<file path="config.mk">
export PLATFORM = sky130hd
export DESIGN_NAME = tier_arbiter
export DESIGN_NICKNAME = d
export VERILOG_FILES = /design/src/rtl/tier_arb_pkg.sv /design/src/rtl/tier_rr_pick.sv /design/src/rtl/tier_bus_watch.sv /design/src/rtl/tier_grant_hold.sv /design/src/rtl/tier_arbiter.sv
export SDC_FILE = /design/constraint.sdc
export NUM_CORES = 1
export LEC_CHECK = 0
export CAP_MARGIN = 5
export CELL_PAD_IN_SITES_DETAIL_PLACEMENT = 0
export CELL_PAD_IN_SITES_GLOBAL_PLACEMENT = 1
export CORE_AREA = 2 2 58 71
export DETAILED_ROUTE_END_ITERATION = 7
export DIE_AREA = 0 0 60 73
export PLACE_DENSITY_LB_ADDON = 0.1
export SLEW_MARGIN = 40
export SYNTH_ARGS = -nofsm -noshare
export SYNTH_HDL_FRONTEND = slang
export SYNTH_SLANG_ARGS = --single-unit
</file>
<file path="constraint.sdc">
create_clock -name clk -period 2.31 [get_ports clk]
set_input_delay 0.462 -clock clk [delete_from_list [all_inputs] [get_ports clk]]
set_output_delay 0.462 -clock clk [all_outputs]
set_load 0.02 [all_outputs]
</file>
<file path="src/rtl/tier_arb_pkg.sv">
package tier_arb_pkg;
  // Next position in a ring of w entries.
  function automatic int wrap_next(input int v, input int w);
    return (v + 1 >= w) ? 0 : v + 1;
  endfunction
endpackage

</file>
<file path="src/rtl/tier_rr_pick.sv">
module tier_rr_pick #(
  parameter int W     = 3,
  parameter int PW    = 2,
  parameter int FIXED = 0
) (
  input  logic [W-1:0]  req,
  input  logic [PW-1:0] ptr,
  output logic          any,
  output logic [PW-1:0] idx
);
  int base;

  generate
    if (FIXED != 0) begin : g_fixed
      assign base = 0;
    end else begin : g_rot
      assign base = int'(ptr);
    end
  endgenerate

  always_comb begin
    int s;
    any = 1'b0;
    idx = '0;
    for (int k = 0; k < W; k++) begin
      s = base + k;
      if (s >= W) s = s - W;
      if (!any && req[s]) begin
        any = 1'b1;
        idx = PW'(s);
      end
    end
  end
endmodule

</file>
<file path="src/rtl/tier_bus_watch.sv">
module tier_bus_watch (
  input  logic clk,
  input  logic rst,
  input  logic frame_n,
  input  logic irdy_n,
  output logic start
);
  logic idle_q;

  always_ff @(posedge clk) begin
    if (rst) idle_q <= 1'b1;
    else     idle_q <= frame_n & irdy_n;
  end

  // Bus was idle last cycle and a frame has just begun.
  assign start = idle_q & ~frame_n;
endmodule

</file>
<file path="src/rtl/tier_grant_hold.sv">
module tier_grant_hold #(
  parameter int NM = 5,
  parameter int IW = 3
) (
  input  logic          clk,
  input  logic          rst,
  input  logic [IW-1:0] target,
  output logic          gvalid,
  output logic [IW-1:0] gidx,
  output logic [NM-1:0] gnt_n
);
  always_ff @(posedge clk) begin
    if (rst) begin
      gvalid <= 1'b0;
      gidx   <= '0;
      gnt_n  <= '1;
    end else if (!gvalid) begin
      gvalid <= 1'b1;
      gidx   <= target;
      gnt_n  <= ~(NM'(1) << target);
    end else if (gidx != target) begin
      // Withdraw first; the new winner is granted next cycle.
      gvalid <= 1'b0;
      gnt_n  <= '1;
    end
  end
endmodule

</file>
<file path="src/rtl/tier_arbiter.sv">
module tier_arbiter
  import tier_arb_pkg::*;
#(
  parameter int N_HI       = 2,
  parameter int N_LO       = 3,
  parameter int FIXED_PRIO = 0,
  parameter int PARK_LAST  = 0,
  parameter int PARK_ID    = 0
) (
  input  logic                 clk,
  input  logic                 rst,
  input  logic [N_HI+N_LO-1:0] req_n,
  input  logic                 frame_n,
  input  logic                 irdy_n,
  output logic [N_HI+N_LO-1:0] gnt_n
);
  localparam int NM = N_HI + N_LO;
  localparam int NS = N_HI + 1;
  localparam int IW = $clog2(NM);
  localparam int SW = $clog2(NS);
  localparam int LW = (N_LO > 1) ? $clog2(N_LO) : 1;

  logic [NM-1:0] req, req_q;
  logic [NS-1:0] slot_req;
  logic [SW-1:0] tp, top_idx;
  logic [LW-1:0] lp, low_idx;
  logic          top_any, low_any;
  logic [IW-1:0] winner, target, last_q, gidx;
  logic          gvalid, start, drop, consume;

  assign req      = ~req_n;
  // The low group acts as one extra slot at the end of the high rotation.
  assign slot_req = {|req[NM-1:N_HI], req[N_HI-1:0]};

  tier_rr_pick #(.W(NS), .PW(SW), .FIXED(FIXED_PRIO)) u_top (
    .req(slot_req), .ptr(tp), .any(top_any), .idx(top_idx)
  );

  tier_rr_pick #(.W(N_LO), .PW(LW), .FIXED(FIXED_PRIO)) u_low (
    .req(req[NM-1:N_HI]), .ptr(lp), .any(low_any), .idx(low_idx)
  );

  always_comb begin
    if (int'(top_idx) == N_HI) winner = IW'(N_HI + int'(low_idx));
    else                       winner = IW'(top_idx);
    if (top_any && (int'(top_idx) != N_HI || low_any)) target = winner;
    else if (PARK_LAST != 0)                           target = last_q;
    else                                               target = IW'(PARK_ID);
  end

  tier_bus_watch u_watch (
    .clk(clk), .rst(rst), .frame_n(frame_n), .irdy_n(irdy_n), .start(start)
  );

  tier_grant_hold #(.NM(NM), .IW(IW)) u_hold (
    .clk(clk), .rst(rst), .target(target),
    .gvalid(gvalid), .gidx(gidx), .gnt_n(gnt_n)
  );

  // A turn is used by starting a transaction or by withdrawing the request.
  assign drop    = req_q[gidx] & ~req[gidx];
  assign consume = gvalid & (start | drop);

  always_ff @(posedge clk) begin
    if (rst) begin
      req_q  <= '0;
      tp     <= '0;
      lp     <= '0;
      last_q <= IW'(PARK_ID);
    end else begin
      req_q <= req;
      if (gvalid && start) last_q <= gidx;
      if (consume && FIXED_PRIO == 0) begin
        if (int'(gidx) < N_HI) begin
          tp <= SW'(int'(gidx) + 1);
        end else begin
          tp <= '0;
          lp <= LW'(wrap_next(int'(gidx) - N_HI, N_LO));
        end
      end
    end
  end
endmodule

</file>
==> impl_results.md, run 1 <==
- Status: finished, final reports clean
- Worst R2R Start: tp[0]$_SDFFE_PP0P_
- Global-route wire length before repair: 5900 um
- Fin. Hold Viols: 0
- CP Max Fanout: 6
- Commonest register cell after synthesis: dfxtp_1
- Hold Path End: u_hold.gidx[1]$_SDFFE_PP0N_
- Gpl congestion: 0.756
- Clock sink count: 19
- Dpl ws: -0.421 ns
- Syn_nets: 180
- Die Width: 60 um
- Worst hold slack: 0.513 ns
- Detail Placement HPWL: 2760 um
- Register-to-Register Setup Slack: 0.04 ns
- Synthesized area: 0.00136 mm2
- WL per Instance: 13.9 um
- Worst Path Arrival: 2.38 ns
- GRT busiest layer: met2
- Maximum vdd ir drop: 0.371 mV
- Placed cell area: 0.00174 mm2
- Post-route design area: 0.00195 mm2
- Setup Crit Path Kind: flop to flop
- PnR Total Power: 1.51 mW
- Crit-path leading delay family: compound AO/OA/AOI/OAI gates
- Global routing usage on met1: 22.3%
- DRT Pass-1 Iters: 4
- Actual slew at the worst max-slew pin: 0.486 ns
- # port buffers: 13
- CTS tree: yes
- Residual DRC: 0
- Crit share post-route: 98.2%
- Worst-case clock buffer depth: 2
- Maximum clock rate: 441 MHz
- Leakage power: 0.774 nW
- Initial antenna violation count: 0
- Avg Inst Size Synth: 8.57 um2
- Final setup violation count: 0
- Detailed-route via count: 1,284
- Worst min-delay path class: flop to flop
- CP Capture Type: flop
- Full die area: 0.00438 mm2
- Met3 layer usage reported by global route: 1.77%
- Crit-path slowest cell: or3_4
- Post-DR vias/cell: 5.04
- Hold path start: u_hold.gidx[1]$_SDFFE_PP0N_
- Min-Delay Path Depth: 2
- Pins over their slew limit: 0
- CP Launch Type: flop
- Largest net degree at the start of global routing: 15
- Row cnt: 25
- Yosys cell types: 53
- CP cell instances: inv_2, ha_4, and2_4, o311ai_4, a2111oi_4, or3_4, a211oi_4, buf_6, a41oi_2
- CTS Root Cell: clkbuf_8
- Worst-path clk slew: 0.07 ns
- Gr usage total: 17.5%
- Final setup TNS: 0 ns
- Nets: 223
- Clk_skew: 0.00193 ns
- R2R cell count: 9
- Worst skew pair latency: 0.26 ns
- GR Overflow Total: 0
- Number of diodes: 0
- Drt first-iter violations: 44
- ANT nets after route: 0
- RSZ-0062 raised after global routing: true
- Core box area: 0.00378 mm2
- Worst Path Buf+Inv: 2
- Part of the Yosys area used for sequential elements: 27.9%
- Die Y: 73 um
- YS warnings: 0
- Pwr Density: 773 mW/mm2
- Post-synth EDFFs: 0
- Max-slew headroom: 67.5%
- Layout cells sized above 1: 35.3%
- I/O pins: 14
- FF-to-FF End: u_hold.gnt_n[2]$_SDFFE_PP1P_
- DRT Wirelength: 3550 um
- Num CTS Buffers: 3
- Vias in the first global route: 1,310
- Worst Path Required: 2.42 ns
- Total of max-cap violations: 0
- Final Critical Period: 2.27 ns
- Fraction of registers with async set/reset: 0%
- Largest stage delay on the critical path: 0.40 ns
- Synth-to-Final Area Change: 43.4%
- Syn Inst Count: 159
- GRT met2 Usage: 31.2%
- Starting Density: 36.0%
- Setup ws final: 0.0425 ns
- Synth Register Bits: 19
- Max H-tree Level: 1
==> per-layer routing <==
metal	routed length, um	share of wire (%)
met5	0	0
met4	23	0.65
met3	63	1.8
met2	1880	53
met1	1590	45
==> cells in the final DEF, fill, tap and decap left out, types with 2 or more instances in the layout <==
| cell | Yosys | layout |
|---|---|---|
| ha_4 | 0 | 6 |
| o211ai_1 | 2 | 2 |
| nand2_1 | 13 | 13 |
| a32oi_1 | 2 | 2 |
| dfxtp_2 | 0 | 2 |
| a311oi_1 | 2 | 2 |
| dfxtp_1 | 19 | 15 |
| o21ai_1 | 2 | 3 |
| clkdlybuf4s50_1 | 0 | 9 |
| o221ai_1 | 2 | 2 |
| a21o_1 | 2 | 2 |
| buf_6 | 1 | 2 |
| buf_4 | 1 | 29 |
| clkbuf_8 | 0 | 3 |
| o21ai_2 | 1 | 2 |
| mux2i_1 | 2 | 2 |
| ha_1 | 12 | 5 |
| a21oi_1 | 7 | 7 |
| dfxtp_4 | 0 | 2 |
| a41oi_2 | 0 | 3 |
| dlygate4sd2_1 | 0 | 3 |
| nor2_1 | 13 | 13 |
| inv_2 | 2 | 5 |
| nor3_1 | 3 | 3 |
| nor2b_1 | 6 | 6 |
| inv_1 | 15 | 12 |
| o32ai_1 | 2 | 2 |
| o21ai_0 | 4 | 2 |
| nand2b_1 | 5 | 5 |
| nand3_1 | 4 | 3 |
==> worst min-delay path, cell delays in order (launching register included) <==
cell	delay, ns
dfxtp_1	0.35
nand2_1	0.07
a21oi_1	0.05
==> logic make-up after synthesis <==
logic type / Yosys count / share of synthesized area [%]
AOI/OAI and AO/OA: 44 / 28.7
DFF: 19 / 27.9
muxes: 5 / 3.95
buffers and inverters: 23 / 7.25
and+or+nand+nor: 56 / 21.2
adders and majority gates: 12 / 11.0
==> registers in the layout, summed over array words and instances (netlist names) <==
signal / count
lp: 2
u_watch.idle_q: 1
u_hold.gvalid: 1
req_q: 5
u_hold.gnt_n: 5
u_hold.gidx: 3
tp: 2
==> power breakdown <==
part | switching (mW) | internal [mW] | leakage [nW]
Sequential | 0.0868 | 0.379 | 0.159
Clock | 0.113 | 0.120 | 0.0255
Combinational | 0.394 | 0.418 | 0.589
Total | 0.594 | 0.917 | 0.774
==> what timing repair did <==
item	4_1_cts	5_1_grt
hold buffers	0	0
setup endpoints to repair	6	8
buffers inserted	2	1
pin swaps	7	13
resized for setup	23	17
==> worst max-delay path by stage <==
stage	startpoint	endpoint	slack, ns	depth (start not counted)
detailed placement	req_n[2]	u_hold.gnt_n[2]$_SDFFE_PP1P_	-0.42	8
global placement	req_n[2]	u_hold.gnt_n[2]$_SDFFE_PP1P_	-0.33	8
floorplan	tp[0]$_SDFFE_PP0P_	u_hold.gnt_n[0]$_SDFFE_PP1P_	0.02	8
global route	tp[0]$_SDFFE_PP0P_	u_hold.gnt_n[4]$_SDFFE_PP1P_	-0.04	9
CTS	tp[0]$_SDFFE_PP0P_	u_hold.gnt_n[2]$_SDFFE_PP1P_	0.002	10
finish	tp[0]$_SDFFE_PP0P_	u_hold.gnt_n[2]$_SDFFE_PP1P_	0.04	9
==> synthesized netlist by cell type, types with 2 or more instances <==
library cell  instances  area share [%]
dfxtp_1              19              28
inv_1                15             4.1
nand2_1              13             3.6
nor2_1               13             3.6
ha_1                 12              11
a21oi_1               7             2.6
nor2b_1               6             2.8
nand2b_1              5             2.3
nand3_1               4             1.5
o21ai_0               4             1.5
a41oi_1               3             1.9
clkbuf_1              3            0.83
mux2_1                3             2.5
nor3_1                3             1.1
a21o_1                2             1.1
a311oi_1              2             1.3
a32oi_1               2             1.3
and2_1                2            0.92
inv_2                 2            0.55
mux2i_1               2             1.5
o211ai_1              2             1.1
o21ai_1               2            0.73
o221ai_1              2             1.3
o32ai_1               2             1.3
==> layout make-up <==
type / instances / area [um2]
clock buffers: 3 / 41.3
clock inverters: 1 / 5.00
repair buffers: 44 / 369
well taps: 54 / 67.6
inverters: 17 / 63.8
multi-input cells: 117 / 1020
flip-flops and latches: 19 / 390
fillers: 372 / 1830
==> metrics by stage <==
stage / cells / utilization (%)
finish: 255 / 51.6
global route: 255 / 51.6
CTS: 254 / 49.9
detailed placement: 248 / 45.9
global placement: 248 / 45.9
floorplan: 159 / -
Note: power is estimated with default switching activity, not from simulation.
==> run 2, diff against run 1 <==
CTS_CLUSTER_SIZE = 20   (was unset)
==> results of run 2 <==
Same layout as run 1: the final DEF is identical, and so are final timing and power.
==> run 3, diff against run 2 <==
CORE_AREA = 2 2 67 62   (was 2 2 58 71)
DIE_AREA = 0 0 69 64   (was 0 0 60 73)
==> run 3 against run 2 <==
Compared with the run above:
- worst setup slack got worse by 0.032 ns
- clock skew rose by 0.0026 ns
- total power rose by 3.6%
- cell area fell by 1.2%
- flip-flop and latch count did not move
- hold slack improved by 0.0077 ns
- clock power barely moved
- non-clock buffer count fell by 2
- global-route usage fell by 1.2 points
- wire length fell by 1.8%
==> impl_results.md, run 3 (synthesis gave the netlist of run 1 again) <==
- Status: finished, final reports clean
- Initial antenna violation count: 0 (unchanged)
- Post-DR vias/cell: 5.21 (+3.5%)
- CTS Hold Bufs: 0 (unchanged)
- Final Non-Filler Cells: 245 (-3.9%)
- Worst-case clock buffer depth: 2 (unchanged)
- Pins over their slew limit: 0 (unchanged)
- Starting Density: 37.0% (+1.0 points)
- # fillers: 353 (-5.1%)
- Leakage power: 0.755 nW (-2.4%)
- Die Y: 64 um (-12%)
- Pwr Density: 810 mW/mm2 (+4.8%)
- Residual DRC: 0 (unchanged)
- Worst min-delay path class: flop to flop
- Gr usage total: 16.3% (-1.2 points)
- Detailed-route via count: 1,277 (-0.55%)
- Nets: 221 (-0.90%)
- Most frequent cells in the layout: 25 x buf_4, 16 x dfxtp_1, 13 x inv_1, 13 x nor2_1, 12 x nand2_1
- Actual slew at the worst max-slew pin: 0.481 ns (-0.00545 ns)
- DP Cell Count: 237 (-4.4%)
- Largest net degree at the start of global routing: 15 (unchanged)
- Most common cell after layout, fill and taps aside: buf_4
- Worst skew pair latency: 0.26 ns (about the same)
- Worst-path clk slew: 0.07 ns (about the same)
- Worst Path Required: 2.43 ns (about the same)
- Worst Path Arrival: 2.42 ns (+0.04 ns)
- DRT Pass-1 Iters: 4 (unchanged)
- DRT Wirelength: 3490 um (-1.8%)
- Synth-to-Final Area Change: 41.8%
- Leading registers by flop count: req_q x5, u_hold.gnt_n x5, u_hold.gidx x3
- Critical Path Source: req_n[1]
- Max H-tree Level: 1 (unchanged)
- Crit path to: u_hold.gnt_n[2]$_SDFFE_PP1P_
- CP Max Fanout: 3 (-3)
- R2R cell count: 9 (unchanged)
- CP Capture Type: flop
- Register-to-Register Setup Slack: 0.03 ns (about the same)
- Vias in the first global route: 1,301 (-0.69%)
- Fin. Hold Viols: 0 (unchanged)
- RSZ-0062 raised after global routing: true
- Clock sink count: 19 (unchanged)
- Hold path start: u_hold.gidx[1]$_SDFFE_PP0N_
- Final Critical Period: 2.30 ns (+0.0325 ns)
- Drt first-iter violations: 46 (+4.5%)
- Worst hold slack: 0.520 ns (+0.00774 ns)
- Final setup violation count: 0 (unchanged)
- GR Overflow Total: 0 (unchanged)
- Setup Crit Path Kind: primary input to flop
- # port buffers: 13 (unchanged)
- Layout cells sized above 1: 34.7% (-0.65 points)
- ANT nets after route: 0 (unchanged)
- Crit share post-route: 99.6% (+1.4 points)
- Number of diodes: 0 (unchanged)
- Gpl congestion: 0.818 (+8.2%)
- Core box area: 0.00368 mm2 (-2.8%)
- PnR Total Power: 1.57 mW (+3.6%)
- Final setup TNS: 0 ns (unchanged)
- Max-slew headroom: 67.9% (+0.36 points)
- Final Util: 52.5% (+0.88 points)
- CP Launch Type: primary input
- Worst R2R Start: tp[0]$_SDFFE_PP0P_
- FF-to-FF End: u_hold.gnt_n[2]$_SDFFE_PP1P_
- Maximum clock rate: 435 MHz (-1.4%)
- CTS Root Cell: clkbuf_8
- Maximum vdd ir drop: 0.552 mV (+49%)
- Num CTS Buffers: 3 (unchanged)
- Total of max-cap violations: 0 (unchanged)
- WL per Instance: 14.2 um (+2.2%)
- Detail Placement HPWL: 2610 um (-5.5%)
- I/O pins: 14 (unchanged)
- Die Width: 69 um (+15%)
- Clk_skew: 0.00455 ns (+0.00262 ns)
- Global-route wire length before repair: 5890 um (-0.24%)
- Row cnt: 21 (-16%)
- CTS tree: yes
- Full die area: 0.00442 mm2 (+0.82%)
## run 3: changes by cell type in the layout (fill, tap and decap cells not counted), moves of 2 or more
cell	previous run	this run
buf_4	29	25
buf_6	2	4
dfxtp_2	2	0
ha_2	1	3
ha_4	6	4
inv_2	5	3
o21ai_0	2	4
## run 3: worst min-delay path by stage
stage                              endpoint  slack, ns  depth (start not counted)
6_report        u_hold.gidx[1]$_SDFFE_PP0N_       0.52                          2
5_1_grt                  lp[1]$_SDFFE_PP0P_       0.54                          2
4_1_cts         u_hold.gidx[1]$_SDFFE_PP0N_       0.51                          2
3_5_place_dp    u_hold.gidx[1]$_SDFFE_PP0N_       0.50                          2
3_3_place_gp   u_hold.gnt_n[0]$_SDFFE_PP1P_       0.48                          2
2_1_floorplan            tp[0]$_SDFFE_PP0P_       0.47                          2
## run 3: cell type report
| type | instances | area [um2] | area share, % |
|---|---|---|---|
| clock buffer | 3 | 41.3 | 2.14 |
| clock inverter | 1 | 5.00 | 0.259 |
| inverter | 17 | 66.3 | 3.43 |
| multi-input combinational | 117 | 1010 | 52.1 |
| sequential | 19 | 392 | 20.3 |
| tap | 46 | 57.6 | 2.98 |
| timing repair buffer | 42 | 363 | 18.8 |
## run 3: where the power goes
| part | internal [mW] | switching, mW |
|---|---|---|
| sequential | 0.382 | 0.0916 |
| clock | 0.120 | 0.111 |
| combinational | 0.454 | 0.407 |
## run 3: through the flow
stage	setup slack, ns	area [um2]
finish	0.0100	1930
global route	-0.0611	1930
CTS	0.00163	1830
detailed placement	-0.386	1700
global placement	-0.337	1700
floorplan	0.0195	1360
## run 3: worst max-delay path, cell delays in order
cell,delay (ns)
clkdlybuf4s50_1,0.44
and2_4,0.18
o311ai_4,0.28
a2111oi_4,0.14
or3_4,0.36
a211oi_4,0.30
buf_6,0.15
a41oi_2,0.10
## run 3: what timing repair did
item	CTS	global route
pin swaps	3	6
setup endpoints to repair	6	8
resized for setup	14	25
buffers inserted	3	1
## run 3: layer usage
layer	vias to the layer above	track usage, %	share of wire (%)
li1	652	-	-
met1	606	21.1	48
met2	15	27.8	49
met3	4	3.79	2.2
met4	0	3.68	0.83
met5	-	0	0
